===== src/rtl/pwr_ctl_pkg.sv =====
package pwr_ctl_pkg;
  localparam int unsigned CTL_W      = 16;
  localparam int unsigned SCI_EN_BIT = 0;
  localparam int unsigned GLR_BIT    = 2;
  localparam int unsigned SE_BIT     = 13;
  localparam int unsigned TYP_LSB    = 10;
  localparam int unsigned TYP_W      = 3;
  localparam int unsigned SST_W      = 3;

  localparam logic [CTL_W-1:0] RST_VAL = CTL_W'(1) << SCI_EN_BIT;
  localparam logic [CTL_W-1:0] SE_MASK = CTL_W'(1) << SE_BIT;
  localparam logic [CTL_W-1:0] RD_MASK = ~((CTL_W'(1) << GLR_BIT) | SE_MASK);

  typedef enum logic [1:0] {ACC_NONE, ACC_LO, ACC_HI, ACC_WORD} acc_e;

  typedef enum logic [TYP_W-1:0] {
    SLP_RAM  = 3'd5,
    SLP_HIB  = 3'd6,
    SLP_OFF  = 3'd7
  } slp_typ_e;

  localparam logic [SST_W-1:0] SST_RAM = 3'd3;
endpackage


===== src/rtl/pwr_ctl_decode.sv =====
module pwr_ctl_decode
  import pwr_ctl_pkg::*;
#(
  parameter int unsigned ADDR_W  = 8,
  parameter int unsigned REG_OFS = 4
) (
  input  logic [ADDR_W-1:0] addr_i,
  input  logic              word_i,
  output acc_e              acc_o
);
  localparam logic [ADDR_W-1:0] OFS_LO = ADDR_W'(REG_OFS);
  localparam logic [ADDR_W-1:0] OFS_HI = ADDR_W'(REG_OFS + 1);

  always_comb begin
    acc_o = ACC_NONE;
    if (word_i) begin
      if (addr_i == OFS_LO) acc_o = ACC_WORD;
    end else if (addr_i == OFS_LO) begin
      acc_o = ACC_LO;
    end else if (addr_i == OFS_HI) begin
      acc_o = ACC_HI;
    end
  end
endmodule


===== src/rtl/pwr_ctl_store.sv =====
module pwr_ctl_store
  import pwr_ctl_pkg::*;
(
  input  logic             clk_i,
  input  logic             rst_ni,
  input  logic             wr_i,
  input  acc_e             acc_i,
  input  logic [CTL_W-1:0] wdata_i,
  output logic [CTL_W-1:0] ctl_o,
  output logic             req_vld_o,
  output logic [CTL_W-1:0] req_val_o
);
  localparam int unsigned BYTE_W = CTL_W / 2;

  logic [CTL_W-1:0] ctl_q, ctl_d;

  // value as written, aligned to register bit positions
  always_comb begin
    req_val_o = '0;
    req_vld_o = 1'b0;
    ctl_d     = ctl_q;
    if (wr_i) begin
      unique case (acc_i)
        ACC_LO:   ctl_d = {ctl_q[CTL_W-1:BYTE_W], wdata_i[BYTE_W-1:0]};
        ACC_HI: begin
          req_val_o = {wdata_i[BYTE_W-1:0], ctl_q[BYTE_W-1:0]};
          req_vld_o = 1'b1;
          ctl_d     = req_val_o & ~SE_MASK;
        end
        ACC_WORD: begin
          req_val_o = wdata_i;
          req_vld_o = 1'b1;
          ctl_d     = wdata_i & ~SE_MASK;
        end
        default: ;
      endcase
    end
  end

  always_ff @(posedge clk_i or negedge rst_ni) begin
    if (!rst_ni) ctl_q <= RST_VAL;
    else         ctl_q <= ctl_d;
  end

  assign ctl_o = ctl_q;
endmodule


===== src/rtl/pwr_ctl_sleep.sv =====
module pwr_ctl_sleep
  import pwr_ctl_pkg::*;
(
  input  logic             clk_i,
  input  logic             rst_ni,
  input  logic             req_vld_i,
  input  logic             req_se_i,
  input  logic [TYP_W-1:0] req_typ_i,
  output logic             sys_reset_req_o,
  output logic             resume_flag_o,
  output logic             shutdown_req_o,
  output logic [SST_W-1:0] sstate_o
);
  logic ram_hit, off_hit;
  logic rst_q, res_q, off_q;
  logic [SST_W-1:0] sst_q;

  always_comb begin
    ram_hit = 1'b0;
    off_hit = 1'b0;
    if (req_vld_i && req_se_i) begin
      unique case (req_typ_i)
        SLP_RAM:          ram_hit = 1'b1;
        SLP_HIB, SLP_OFF: off_hit = 1'b1;
        default: ;
      endcase
    end
  end

  always_ff @(posedge clk_i or negedge rst_ni) begin
    if (!rst_ni) begin
      rst_q <= 1'b0;
      res_q <= 1'b0;
      off_q <= 1'b0;
      sst_q <= '0;
    end else begin
      rst_q <= ram_hit;
      res_q <= ram_hit;
      off_q <= off_hit;
      if (ram_hit) sst_q <= SST_RAM;
    end
  end

  assign sys_reset_req_o = rst_q;
  assign resume_flag_o   = res_q;
  assign shutdown_req_o  = off_q;
  assign sstate_o        = sst_q;
endmodule


===== src/rtl/pwr_ctl_rdmux.sv =====
module pwr_ctl_rdmux
  import pwr_ctl_pkg::*;
(
  input  acc_e             acc_i,
  input  logic [CTL_W-1:0] ctl_i,
  output logic [CTL_W-1:0] rdata_o
);
  localparam int unsigned BYTE_W = CTL_W / 2;

  logic [CTL_W-1:0] vis;

  assign vis = ctl_i & RD_MASK;

  always_comb begin
    unique case (acc_i)
      ACC_LO:   rdata_o = {{BYTE_W{1'b0}}, vis[BYTE_W-1:0]};
      ACC_HI:   rdata_o = {{BYTE_W{1'b0}}, vis[CTL_W-1:BYTE_W]};
      ACC_WORD: rdata_o = vis;
      default:  rdata_o = '0;
    endcase
  end
endmodule


===== src/rtl/pwr_ctl_reg.sv =====
module pwr_ctl_reg
  import pwr_ctl_pkg::*;
#(
  parameter int unsigned ADDR_W  = 8,
  parameter int unsigned REG_OFS = 4
) (
  input  logic              clk_i,
  input  logic              rst_ni,
  input  logic              wr_i,
  input  logic [ADDR_W-1:0] addr_i,
  input  logic              word_i,
  input  logic [15:0]       wdata_i,
  output logic [15:0]       rdata_o,
  output logic              sys_reset_req_o,
  output logic              resume_flag_o,
  output logic              shutdown_req_o,
  output logic [2:0]        sstate_o
);
  acc_e             acc;
  logic [CTL_W-1:0] ctl_q;
  logic             req_vld;
  logic [CTL_W-1:0] req_val;

  pwr_ctl_decode #(
    .ADDR_W (ADDR_W),
    .REG_OFS(REG_OFS)
  ) u_decode (
    .addr_i(addr_i),
    .word_i(word_i),
    .acc_o (acc)
  );

  pwr_ctl_store u_store (
    .clk_i    (clk_i),
    .rst_ni   (rst_ni),
    .wr_i     (wr_i),
    .acc_i    (acc),
    .wdata_i  (wdata_i),
    .ctl_o    (ctl_q),
    .req_vld_o(req_vld),
    .req_val_o(req_val)
  );

  pwr_ctl_sleep u_sleep (
    .clk_i          (clk_i),
    .rst_ni         (rst_ni),
    .req_vld_i      (req_vld),
    .req_se_i       (req_val[SE_BIT]),
    .req_typ_i      (req_val[TYP_LSB +: TYP_W]),
    .sys_reset_req_o(sys_reset_req_o),
    .resume_flag_o  (resume_flag_o),
    .shutdown_req_o (shutdown_req_o),
    .sstate_o       (sstate_o)
  );

  pwr_ctl_rdmux u_rdmux (
    .acc_i  (acc),
    .ctl_i  (ctl_q),
    .rdata_o(rdata_o)
  );
endmodule


===== config.mk =====
export PLATFORM = sky130hd
export DESIGN_NAME = pwr_ctl_reg
export DESIGN_NICKNAME = d
export VERILOG_FILES = /design/src/rtl/pwr_ctl_pkg.sv /design/src/rtl/pwr_ctl_decode.sv /design/src/rtl/pwr_ctl_store.sv /design/src/rtl/pwr_ctl_sleep.sv /design/src/rtl/pwr_ctl_rdmux.sv /design/src/rtl/pwr_ctl_reg.sv
export SDC_FILE = /design/constraint.sdc
export NUM_CORES = 1
export LEC_CHECK = 0
export ABC_AREA = 1
export BUFFER_PORTS_ARGS = -buffer_cell sky130_fd_sc_hd__buf_2
export CAP_MARGIN = 25
export CORE_ASPECT_RATIO = 0.7
export CORE_MARGIN = 1.5
export CORE_UTILIZATION = 49
export DETAILED_ROUTE_END_ITERATION = 10
export PLACE_DENSITY_LB_ADDON = 0.1
export SYNTH_ARGS = -nofsm -noshare
export SYNTH_HDL_FRONTEND = slang
export SYNTH_SLANG_ARGS = --single-unit
export TNS_END_PERCENT = 50

===== constraint.sdc =====
create_clock -name clk_i -period 1.1 [get_ports clk_i]
set_input_delay 0.11 -clock clk_i [delete_from_list [all_inputs] [get_ports clk_i]]
set_output_delay 0.11 -clock clk_i [all_outputs]
set_load 0.03 [all_outputs]

# After elaboration in Yosys (flattened, before gate mapping)
# Index checks and enable logic that the tools add are counted.
[totals] register_bits=19 inputBits=28 out_inout_bits=22 elab_cells=36
[op_classes] n_eq_ne=8 mux=14 bitwise_logic=2 n_reduce_logical=7
[ops] cell="$pmux W16 S3" count=2
[ops] cell="$pmux W14 S2" count=1
[ops] cell="$eq A8 B3 Y1 const B" count=2
[ops] cell="$mux W14" count=1
[ops] cell="$eq A3 B3 Y1 const B" count=3
[ops] cell="$mux W2" count=4
[ops] cell="$mux W1" count=6
[ops] cell="$reduce_and A3 Y1" count=2
[ops] cell="$eq A2 B2 Y1 const B" count=2
[ops] cell="$reduce_bool A2 Y1" count=2
[ops] cell="$reduce_or A2 Y1" count=2
[ops] cell="$eq A2 B1 Y1 const B" count=1
[ops] cell="$not A1 Y1" count=2
[ops] cell="$logic_and A1 B1 Y1" count=1

# Depth between registers and ports, before layout
[depth] word_depth=11 mapped_depth=9 mapped_depth_nobuf=9

# Cells and area by module
# From an unflattened synthesis, not the netlist that was laid out.
[hier_totals] hier_cells=210 area_unflattened_um2=1358.8
[by_module_without_submodules] mod="pwr_ctl_store" instances=1 cells_each=132 area_each_um2=948.4 seq_area_each_um2=376.6
[by_module_without_submodules] mod="pwr_ctl_rdmux" instances=1 cells_each=42 area_each_um2=192.7 seq_area_each_um2=0.0
[by_module_without_submodules] mod="pwr_ctl_sleep" instances=1 cells_each=17 area_each_um2=138.9 seq_area_each_um2=75.1
[by_module_without_submodules] mod="pwr_ctl_decode" instances=1 cells_each=19 area_each_um2=78.8 seq_area_each_um2=0.0

# Worst setup path after synthesis
# OpenSTA, ideal clock, no wires.
[synth_path] path_kind="input port to output port" startpoint="input port addr_i[6]" endpoint="output port rdata_o[0]" t_arrival_ps=1275 required_ps=990 slack_ps=-285 stages=5 n_path_buf=0 cell_sequence="nor2_1 nand2_1 nor2_1 nand2_1 o21ai_0"
[synth_via] elab_chain_cells=6 elab_cells_between_ends=10 cone_classes="eq/ne (5); mux (5)"
[synth_rtl] item="from (decl)" line_no="pwr_ctl_reg.sv:10" rtl="input logic [ADDR_W-1:0] addr_i,"
[synth_rtl] item="$eq A8 B3 Y1" line_no="pwr_ctl_decode.sv:20" rtl="end else if (addr_i == OFS_HI) begin"
[synth_rtl] item="$mux W2" line_no="pwr_ctl_decode.sv:20"
[synth_rtl] item="$mux W2" line_no="pwr_ctl_decode.sv:18" rtl="end else if (addr_i == OFS_LO) begin"
[synth_rtl] item="$mux W2 (*)" line_no="pwr_ctl_decode.sv:16" rtl="if (word_i) begin"
[synth_rtl] item="$eq A2 B2 Y1 or $eq A2 B1 Y1 (tied branches)" line_no="pwr_ctl_rdmux.sv:15" rtl="unique case (acc_i)"
[synth_rtl] item="$pmux W16 S3 (*)" line_no="pwr_ctl_rdmux.sv:15"
[synth_rtl] item="to (decl)" line_no="pwr_ctl_reg.sv:13" rtl="output logic [15:0] rdata_o,"
# Mark *: on every way between the ends. The rest lies on a longest branch, timed or not.

# Worst setup path after layout
[layout_path] startpoint="register u_store.ctl_q[0] (netlist: u_store.ctl_o[0])" endpoint="output port rdata_o[0]"
[layout_via] elab_chain_cells=1
[layout_rtl] item="from (decl)" line_no="pwr_ctl_store.sv:15" rtl="logic [CTL_W-1:0] ctl_q, ctl_d;"
[layout_rtl] item="from (signal assigned)" line_no="pwr_ctl_store.sv:42" rtl="else ctl_q <= ctl_d;"
[layout_rtl] item="$pmux W16 S3" line_no="pwr_ctl_rdmux.sv:15"
# Every way passes these cells.

==> results.yml <==
worst_setup_path:
  crit_path_cell_trace: "nand2_2, o21ai_1, buf_4"
  cp-start-kind: "flip-flop"
  cp_slowest_cell: "dfstp_2"
  crit_type: "reg2out"
  cp-end-kind: "output port"
  path_max_fanout: 2
  slowest_delay_ns: 0.55
  critical_path.top_delay_family: "flip-flops"
  cp.required_ns: 0.99
  critPathBufInv: 1
  critPathArrivalTime_ns: 1.13
floorplanning:
  io_pins: 50
  core_um2: 2120
  die_h_um: 42.4
  die_x_um: 59.2
  rows: 14
  die-area_um2: 2510
  start_util_pct: 51.2
clock_tree:
  cts_max_path_buffers: 2
  clock-sinks: 17
  cts_tree: "built"
  cts.clk_slew.worst_paths_ns: 0.09
  clockRootBuffer: "clkbuf_4"
  clk_latency_ns: 0.29
  htree_levels: 1
  cts_buffers: 3
global_routing:
  grt_max_degree: 18
  grt.overflow.total: 0
  first_global_vias: 1081
  use_met2_pct: 42.2
  grt_use_total_pct: 25.1
  use_met1_pct: 31.9
  grt_pass1_wl_um: 4560
  antenna_found_initial: 0
  use_met3_pct: 7.10
  grt.busiest_layer: "met2"
logic_synthesis:
  synth-edff-count: 0
  synth_commonest_cells: "nand2_1, inv_1, nor2_1, dfrtp_1, o21ai_0"
  ys.warnings.count: 0
  synth_area_leaders: "dfrtp_1, nand2_1, inv_1, nor2_1, o21ai_0"
  synth_top_cell_by_area: "dfrtp_1"
  ys_seq_area_share_pct: 39.3
  synth-async-reset-ratio_pct: 100
  yosysMostFrequentCell: "nand2_1"
  postSynthCellCount: 147
  netlist_area_um2: 1080
  netlist.area_leader.share_pct: 36.9
  yosysUniqueCellTypes: 25
  ys.flop_type: "dfrtp_1"
  synth-seq-cells: 17
  avgSynthCellArea_um2: 7.38
placed_design:
  port-buffer-count: 47
  gp_congestion: 0.872
  dp_hpwl_um: 2230
timing:
  whs_ns: 0.0404
  rsz0062_at_grt: "yes"
  finalHoldViolations: 0
  fmax_mhz: 805
  skew_ns: 0
  setup_slack_ns: -0.142
  fin_crit_ns: 1.24
  fin_crit_sh_pct: 113
  setup_viol: 12
  report.final.slew_viol_count: 0
power:
  p_per_area_nw_per_um2: 738
  max-vdd-ir-drop_v: 0.000624
  cellLeakagePower_uw: 0.000854
detailed_routing:
  wire_per_inst_um: 13.0
  route.detailed.drc: 0
  dr.pass1.iters: 4
  viasPerCell: 4.98
  ant_nets: 0
  via_count: 1209
  wirelength_um: 3150
  drt_iter0_markers: 56
layout:
  n_antenna_cell: 0
  postLayoutCoreUtil_pct: 81.0
  nets: 240
  area_growth_pct: 58.2
  layout-drive-gt1-share_pct: 56.9
run_status:
  status: "finished, violations left"
  violations: "negative setup slack"
run:
  maxCapViolCount: 0
worst_hold_path:
  hold_class: "in2reg"
-- power by group --
group          total [uW]  switching, uW  leakage, uW  internal (uW)
sequential            679           17.8     0.000204            661
clock                 332            190    0.0000150            141
combinational         257            150     0.000635            107
total                1270            358     0.000854            909
-- worst min-delay path: stages --
cell and delay, ns:
buf_2 0.09, inv_1 0.06, o21ai_1 0.07
-- logic make-up (layout without fill, tap and decap cells) --
logic type	Yosys count	count (layout)	share of synthesized area, %
simple gates	72	72	30.9
buf+inv	31	94	13.6
compound gates	24	24	13.7
flops	17	17	39.3
mux	2	2	2.08
other cells	1	2	0.346
-- worst paths after layout --
path | start | endpoint | slack, ns | cells past startpoint
min in group asynchronous | rst_ni | u_sleep.shutdown_req_o | 0.27 | 2
setup reg to reg | u_store.ctl_o[4] | u_store.ctl_o[4] | 0.33 | 1
max in group asynchronous | rst_ni | u_store.ctl_o[0] | 0.51 | 2
hold / removal | wdata_i[0] | u_store.ctl_o[0] | 0.04 | 3
setup / recovery | u_store.ctl_o[0] | rdata_o[0] | -0.14 | 3
hold reg to reg | u_store.ctl_o[0] | u_store.ctl_o[0] | 0.49 | 2
-- cell usage in the layout, fill, tap and decap left out, types with 2 or more instances in the layout --
cell	n
dfrtp_1	16
nand2_4	2
buf_4	24
clkbuf_4	3
inv_1	11
buf_2	26
nand3_1	8
a21oi_1	3
conb_1	2
inv_2	12
o21ai_1	7
o21ai_0	7
nor2_1	11
o21ai_2	5
nand3_2	3
nor2_2	4
nand2_1	23
buf_6	13
nand2_2	8
mux2_2	2
nor2_4	10
-- flip-flops by register name, summed over array words and instances, names as in the netlist --
| name | count |
|---|---|
| u_sleep.shutdown_req_o | 1 |
| u_sleep.sstate_o | 1 |
| u_sleep.sys_reset_req_o | 1 |
| u_store.ctl_o | 14 |
-- area by class of cell --
class	count	area, um2
Timing Repair Buffer	66	502
Sequential cell	17	427
Inverter	24	92.6
Tap cell	32	40.0
Fill cell	153	403
Clock buffer	4	26.3
Multi-Input combinational cell	100	629
-- what timing repair did --
item	in CTS	in global routing
resized for setup	37	42
hold endpoints to repair	16	0
hold buffers	1	0
setup buffers	4	3
setup endpoints to repair	15	26
pin swaps	11	7
-- stage by stage --
step	total power [uW]	setup slack, ns	cells	TNS, ns	instance area (um2)
after global routing	1330	-0.206	243	-1.45	1720
after detailed placement	880	-0.207	231	-4.85	1410
after floorplan	786	-0.0677	148	-0.334	1090
final	1270	-0.142	243	-0.731	1720
after global placement	871	-0.184	231	-3.74	1410
after CTS	1230	-0.155	240	-0.876	1570
-- per-layer routing --
metal	part of all wire [%]	wire (um)
met1	40	1270
met3	7.4	232
met4	1.1	36
met5	0	0
met2	51	1610
No activity file was read; power rests on OpenSTA's default activity.
